==> src/rtl/dsp_pkg.sv <==
`timescale 1ns/1ps
package dsp_pkg;
   typedef enum logic [7:0] {
      CMD_IDLE = 8'd0,
      CMD_CONT = 8'd1,
      CMD_HOLD = 8'd2,
      CMD_OFF  = 8'd3,
      CMD_ON   = 8'd4
   } cmd_e;

   localparam int STAT_ON     = 0;
   localparam int STAT_NEW    = 1;
   localparam int STAT_MODE   = 2;
   localparam int STAT_ERR_LO = 6;

   localparam int LANE_STAT = 2;
   localparam int LANE_CMD  = 3;
endpackage

==> src/rtl/dsp_sync.sv <==
`timescale 1ns/1ps
module dsp_sync #(
   parameter int W      = 1,
   parameter int STAGES = 2
) (
   input  logic         clk,
   input  logic         rst_n,
   input  logic [W-1:0] d,
   output logic [W-1:0] q
);
   if (STAGES < 2) begin : g_bad_stages
      $error("dsp_sync: STAGES must be at least 2");
   end
   if (W < 1) begin : g_bad_width
      $error("dsp_sync: W must be positive");
   end

   logic [W-1:0] st [STAGES];

   always_ff @(posedge clk or negedge rst_n) begin
      if (!rst_n) st[0] <= '0;
      else        st[0] <= d;
   end

   for (genvar i = 1; i < STAGES; i++) begin : g_stage
      always_ff @(posedge clk or negedge rst_n) begin
         if (!rst_n) st[i] <= '0;
         else        st[i] <= st[i-1];
      end
   end

   assign q = st[STAGES-1];
endmodule

==> src/rtl/dsp_edge.sv <==
`timescale 1ns/1ps
module dsp_edge (
   input  logic clk,
   input  logic rst_n,
   input  logic lvl,
   output logic pulse
);
   logic prev_q;

   always_ff @(posedge clk or negedge rst_n) begin
      if (!rst_n) prev_q <= 1'b0;
      else        prev_q <= lvl;
   end

   assign pulse = lvl & ~prev_q;


   single_pulse_chk: assert property (@(posedge clk) disable iff (!rst_n)
      pulse |=> !pulse);
endmodule

==> src/rtl/dsp_regs.sv <==
`timescale 1ns/1ps
module dsp_regs
   import dsp_pkg::*;
#(
   parameter int DW = 16
) (
   input  logic          clk,
   input  logic          rst_n,
   input  logic          cmd_wr,
   input  logic [7:0]    cmd_wdata,
   input  logic          nd_clr,
   input  logic          smp_pulse,
   input  logic [DW-1:0] smp_data,
   output logic [DW-1:0] data_q,
   output logic [7:0]    cmd_q,
   output logic          on_q,
   output logic          mode_q,
   output logic          nd_q
);
   logic accept;

   always_comb begin
      accept = on_q & smp_pulse & (mode_q | ~nd_q);
   end

   always_ff @(posedge clk or negedge rst_n) begin
      if (!rst_n) begin
         data_q <= '0;
         cmd_q  <= CMD_IDLE;
         on_q   <= 1'b0;
         mode_q <= 1'b0;
         nd_q   <= 1'b0;
      end else begin
         cmd_q <= cmd_wr ? cmd_wdata : CMD_IDLE;
         if (accept) data_q <= smp_data;
         case (cmd_q)
            CMD_CONT: mode_q <= 1'b1;
            CMD_HOLD: mode_q <= 1'b0;
            CMD_OFF:  on_q   <= 1'b0;
            CMD_ON:   on_q   <= 1'b1;
            default:  ;
         endcase
         if (cmd_q == CMD_OFF)        nd_q <= 1'b0;
         else if (accept && !mode_q)  nd_q <= 1'b1;
         else if (nd_clr)             nd_q <= 1'b0;
      end
   end


   cmd_clear_chk: assert property (@(posedge clk) disable iff (!rst_n)
      (cmd_q != CMD_IDLE && !cmd_wr) |=> (cmd_q == CMD_IDLE));


   hold_keep_chk: assert property (@(posedge clk) disable iff (!rst_n)
      (on_q && !mode_q && nd_q) |=> $stable(data_q));


   nd_clear_chk: assert property (@(posedge clk) disable iff (!rst_n)
      (nd_clr && nd_q) |=> !nd_q);


   cont_copy_chk: assert property (@(posedge clk) disable iff (!rst_n)
      (on_q && mode_q && smp_pulse) |=> (data_q == $past(smp_data)));


   off_ignore_chk: assert property (@(posedge clk) disable iff (!rst_n)
      !on_q |=> $stable(data_q));
endmodule

==> src/rtl/dist_sensor_port.sv <==
`timescale 1ns/1ps
module dist_sensor_port
   import dsp_pkg::*;
#(
   parameter int                DATA_W      = 16,
   parameter int                ADDR_W      = 12,
   parameter logic [ADDR_W-1:0] BASE_ADDR   = 'h100,
   parameter int                SYNC_STAGES = 2,
   parameter int                ERR_W       = 2
) (
   input  logic              clk,
   input  logic              rst_n,
   input  logic [ADDR_W-1:0] bus_addr,
   input  logic              bus_wr,
   input  logic [3:0]        bus_be,
   input  logic [31:0]       bus_wdata,
   output logic [31:0]       bus_rdata,
   input  logic              sns_vld,
   input  logic [DATA_W-1:0] sns_dist,
   input  logic [ERR_W-1:0]  sns_err
);
   localparam int WORD_LSB = 2;
   localparam int STAT_LSB = 8 * LANE_STAT;
   localparam int CMD_LSB  = 8 * LANE_CMD;

   if (DATA_W < 1 || DATA_W > 16) begin : g_bad_data
      $error("dist_sensor_port: DATA_W must be 1..16");
   end
   if (ERR_W < 1 || ERR_W > 2) begin : g_bad_err
      $error("dist_sensor_port: ERR_W must be 1..2");
   end
   if (ADDR_W < 3) begin : g_bad_addr
      $error("dist_sensor_port: ADDR_W too small");
   end
   if (BASE_ADDR[1:0] != 2'b00) begin : g_bad_base
      $error("dist_sensor_port: BASE_ADDR must be word aligned");
   end

   logic              hit;
   logic              cmd_wr;
   logic              nd_clr;
   logic              vld_s;
   logic              smp_pulse;
   logic [ERR_W-1:0]  err_s;
   logic [DATA_W-1:0] data_q;
   logic [7:0]        cmd_q;
   logic              on_q, mode_q, nd_q;
   logic [7:0]        stat;
   logic [15:0]       data_ext;
   logic              unused_bits;

   assign hit    = (bus_addr[ADDR_W-1:WORD_LSB] == BASE_ADDR[ADDR_W-1:WORD_LSB]);
   assign cmd_wr = bus_wr & hit & bus_be[LANE_CMD];
   assign nd_clr = bus_wr & hit & bus_be[LANE_STAT] & ~bus_wdata[STAT_LSB + STAT_NEW];
   assign unused_bits = ^{bus_be[1:0], bus_addr[WORD_LSB-1:0], bus_wdata[23:18],
                          bus_wdata[16], bus_wdata[15:0]};

   dsp_sync #(.W(1), .STAGES(SYNC_STAGES)) u_vld_sync (
      .clk(clk), .rst_n(rst_n), .d(sns_vld), .q(vld_s));

   dsp_sync #(.W(ERR_W), .STAGES(SYNC_STAGES)) u_err_sync (
      .clk(clk), .rst_n(rst_n), .d(sns_err), .q(err_s));

   dsp_edge u_edge (
      .clk(clk), .rst_n(rst_n), .lvl(vld_s), .pulse(smp_pulse));

   dsp_regs #(.DW(DATA_W)) u_regs (
      .clk(clk), .rst_n(rst_n),
      .cmd_wr(cmd_wr), .cmd_wdata(bus_wdata[CMD_LSB +: 8]),
      .nd_clr(nd_clr), .smp_pulse(smp_pulse), .smp_data(sns_dist),
      .data_q(data_q), .cmd_q(cmd_q), .on_q(on_q), .mode_q(mode_q), .nd_q(nd_q));

   always_comb begin
      stat = '0;
      stat[STAT_ON]   = on_q;
      stat[STAT_NEW]  = nd_q;
      stat[STAT_MODE] = mode_q;
      stat[STAT_ERR_LO +: ERR_W] = on_q ? err_s : '0;
      data_ext = '0;
      data_ext[DATA_W-1:0] = data_q;
      bus_rdata = hit ? {cmd_q, stat, data_ext} : '0;
   end


   on_cmd_chk: assert property (@(posedge clk) disable iff (!rst_n)
      (cmd_q == CMD_ON) |=> on_q);


   cont_cmd_chk: assert property (@(posedge clk) disable iff (!rst_n)
      (cmd_q == CMD_CONT) |=> mode_q);


   off_err_chk: assert property (@(posedge clk) disable iff (!rst_n)
      (cmd_q == CMD_OFF) |=> (bus_rdata[STAT_LSB + STAT_ERR_LO +: ERR_W] == '0 && !nd_q));
endmodule

==> config.mk <==
export PLATFORM = sky130hd
export DESIGN_NAME = dist_sensor_port
export DESIGN_NICKNAME = d
export VERILOG_FILES = /design/src/rtl/dsp_pkg.sv /design/src/rtl/dsp_sync.sv /design/src/rtl/dsp_edge.sv /design/src/rtl/dsp_regs.sv /design/src/rtl/dist_sensor_port.sv
export SDC_FILE = /design/constraint.sdc
export NUM_CORES = 1
export LEC_CHECK = 0
export CAP_MARGIN = 20
export CORE_MARGIN = 3
export CORE_UTILIZATION = 40
export DETAILED_ROUTE_END_ITERATION = 10
export DONT_BUFFER_PORTS = 1
export GPL_ROUTABILITY_DRIVEN = 0
export PLACE_DENSITY = 0.64
export SYNTH_ARGS = -nofsm -noshare
export SYNTH_HDL_FRONTEND = slang
export SYNTH_SLANG_ARGS = --single-unit
==> constraint.sdc <==
create_clock -name clk -period 3.56 [get_ports clk]
set_input_delay 0.178 -clock clk [delete_from_list [all_inputs] [get_ports clk]]
set_output_delay 0.178 -clock clk [all_outputs]
set_load 0.1 [all_outputs]
==> results.md <==
Outcome:
- The flow ran to the end, and the final reports show no timing, DRC or antenna violations.

Layout:
- Across the whole layout, storage elements account for 851 µm².
- The filler cell count is 327.
- The area growth from synthesis to final layout is 11.6%.
- The final standard cell count with taps included and fillers excluded is 172.
- The final instance area is 1710 µm².
- The net count reported at finish is 196.
- 0 antenna diodes ended up in the layout.
- Summing all multi-input logic gate instances after layout gives 632 µm².
- The share of layout cells above drive strength 1 is 23.8%.

Die:
- The overall die width is 68.0 µm.
- The die covers 4620 µm².
- The region available for standard cell placement spans 3520 µm².
- The top-level port count is 102.
- The site row count is 21.
- Measured along the y axis, the die boundary spans 68.0 µm.
- The effective utilization at floorplan is 43.6%.

Setup path:
- STA classifies the critical path startpoint as an input port.
- In this run the worst path has a maximum fanout of 38.
- For the worst setup path, the data arrival time is 2190 ps.
- For the worst setup path, the data required time is 3380 ps.
- The startpoint of the worst register-to-register path is u_regs.nd_q.
- The sort of element at the end of the critical path is an output port.
- The worst register-to-register path has a depth of 4.
- The worst setup path is of the in -> out kind.
- The terminus of the critical flop-to-flop path is u_regs.data_q[1].
- The register-to-register setup slack is 1970 ps.

Global routing:
- Entering global routing, the biggest net connects 39 pins.
- The via count of the first global-routing pass is 939.
- The first global-routing pass estimated 4.35 mm of wire.
- The global-route usage over all layers is 12.9%.
- After global routing the overflow that remains totals 0.
- The met3 track demand over resource is 4.93%.
- The number of antenna violations at the first check in global routing came to 0.
- The busiest layer in global routing is met2.
- Global routing used 22.1% of the available met2 tracks.
- For this run, global-route usage on met1 was measured as 14.6%.

Timing:
- Setup repair after global routing left no endpoint under its margin.
- The number of max-slew violations in the final report is 0.
- The worst clock skew is 2.09 ps.
- In the final timing run, aggregate negative setup slack is 0 ps.
- The clock period could shrink to 2370 ps.
- Based on the critical path, the design can be clocked at up to 423 MHz.
- The number of endpoints with negative hold slack in the final report came to 0.
- At the pin with the least slew margin, the transition time is 983 ps.
- The worst slew margin relative to its limit is 34.9%.
- Setup violations remaining at the end of the flow were counted as 0.
- The post-route clock period utilization is 66.5%.

Placement:
- The cell area after placement is 1580 µm².
- The count of buffers added on input and output ports is 0.
- Including well taps, the total number of placed cells is 160.
- The placed wire-length estimate is 2.03 mm.

Synthesis:
- The flip-flop and latch count after synthesis is 34.
- The number of distinct library cells after synthesis is 27.
- Counting every instance in the synthesized netlist gives 116.
- For this run, asynchronously set or reset flops after synthesis account for 100%.
- The primary flip-flop cell chosen by synthesis mapping is sky130_fd_sc_hd__dfrtp_1.
- In the synthesized netlist, the cells that appear most often are 34 x sky130_fd_sc_hd__dfrtp_1, 27 x sky130_fd_sc_hd__and2_1, 10 x sky130_fd_sc_hd__mux2_4.
- The yosys synthesis warning count is 0.
- Of the synthesized area, sequential elements account for 55.4%.
- The mapped netlist covers 1540 µm².
- The portion of synthesized cell area occupied by the leading cell type is 55.4%.
- Among all cell types in the netlist, the one instantiated most often is sky130_fd_sc_hd__dfrtp_1.
- Sorting the synthesized cells by area gives the leading types as sky130_fd_sc_hd__dfrtp_1 55%, sky130_fd_sc_hd__and2_1 11%, sky130_fd_sc_hd__mux2_4 9.8%.
- The biggest area contributor in the post-synthesis netlist is sky130_fd_sc_hd__dfrtp_1.
- The mean instance size in the synthesized netlist is 13.2 µm².
- The synthesized design contains 0 enable-type register cells.

Power:
- Power spread over the standard cell area amounts to 402 nW/µm².
- In this run the static leakage power is 0.818 nW.
- The worst IR drop on VDD is 0.249 mV.

Drt:
- The pre-antenna-repair detailed-routing pass consisted of 4 iterations.
- Dividing the detail-routed wire length by the instance count gives 16.1 µm.
- The detailed router placed 900 vias in this run.
- After detailed routing, the total wire length is 2.77 mm.
- The via-per-instance ratio is 5.23.
- The iteration-0 DRC count of the detailed router is 28.
- The final antenna-violating net count is 0.
- The DRC violation count after routing is 0.

CTS:
- After clock tree synthesis, the clock-pin slew on the worst setup and hold paths is 60 ps.
- The root buffer cell chosen for the clock tree is sky130_fd_sc_hd__clkbuf_8.
- The number of clock sinks is 34.
- The deepest clock path buffer count is 2.
- Buffers inserted during clock tree synthesis total 5.
- After clock tree synthesis, the setup repair step added 0 buffers.
- For the worst-skew pair, the clock arrives at the later sink with an insertion delay of 270 ps.
- The H-tree level count is 2.
- The clock tree from TritonCTS is yes.

Min path:
- The number of cells on the worst hold path is 1.
- The worst min-delay path category is in -> reg.
- The startpoint identified for the worst hold timing path is sns_dist[12].
- The worst-case hold path end point is u_regs.data_q[12].

Run:
- The tool flagged a number of max-cap violations equal to 0.
==> final cells by class <==
class                           count  area share, %
Clock buffer                        7           4.45
Inverter                            2          0.438
Multi-Input combinational cell     74           36.9
Sequential cell                    34           49.6
Tap cell                           46           3.36
Timing Repair Buffer                9           5.26
==> layout by cell type (no fill, tap or decap), drive strengths merged, types with 3 or more instances in the layout <==
| cell | count |
|---|---|
| clkbuf | 7 |
| dlygate4sd3 | 4 |
| mux2 | 16 |
| conb | 3 |
| dfrtp | 34 |
| and4 | 8 |
| and2 | 27 |
| buf | 5 |
==> cell families after synthesis <==
logic type      share of synthesized area (%)
simple gates                             23.5
flops                                    55.4
mux                                      14.2
buf+inv                                  3.99
compound gates                           2.69
other cells                             0.244
==> worst max-delay path, stage by stage <==
cell                      delay [ps]
sky130_fd_sc_hd__nor4_1          240
sky130_fd_sc_hd__and4b_1         870
sky130_fd_sc_hd__and2_1          890
==> sequential cells by signal, summed over array words and instances, names as in the netlist <==
| name | cells |
|---|---|
| u_vld_sync.q | 1 |
| u_regs.on_q | 1 |
| u_vld_sync.st | 1 |
| u_regs.data_q | 16 |
| u_err_sync.q | 2 |
| u_err_sync.st | 2 |
| u_regs.cmd_q | 8 |
| u_edge.prev_q | 1 |
| u_regs.nd_q | 1 |
| u_regs.mode_q | 1 |
==> power by group <==
group          switching, mW  internal (mW)  leakage, nW
registers            0.00464          0.397        0.447
clock network          0.116          0.134       0.0383
logic                 0.0243         0.0142        0.333
total                  0.145          0.545        0.818
==> per-layer routing <==
metal,routed length (µm),share of wire (%)
met1,1080,39
met2,1440,52
met3,233,8.4
met4,26,0.94
met5,0,0
==> repair_timing <==
action / 4_1_cts / 5_1_grt
setup endpoints to repair: 0 / 0
hold buffers: 5 / 0
hold endpoints to repair: 37 / 0
gates resized for setup: 0 / 0
==> worst max-delay path by stage <==
stage	from	to	slack, ps	cells past startpoint
3_3_place_gp	bus_addr[7]	bus_rdata[17]	1260	3
5_1_grt	bus_addr[11]	bus_rdata[13]	1000	3
2_1_floorplan	bus_addr[11]	bus_rdata[16]	1620	5
3_5_place_dp	bus_addr[11]	bus_rdata[3]	1160	3
6_report	bus_addr[11]	bus_rdata[3]	1190	3
4_1_cts	bus_addr[11]	bus_rdata[3]	1160	3
==> per-stage QoR <==
step,total power [mW],hold slack [ps],util [%],worst slack [ps]
5_1_grt,0.728,32.1,48.7,996
4_1_cts,0.703,38.0,48.7,1160
6_report,0.690,50.3,48.7,1190
3_5_place_dp,0.434,-117,44.8,1160
2_1_floorplan,0.434,-118,-,1620
3_3_place_gp,0.433,-117,44.8,1260
Power figures use the tool's default switching activity.
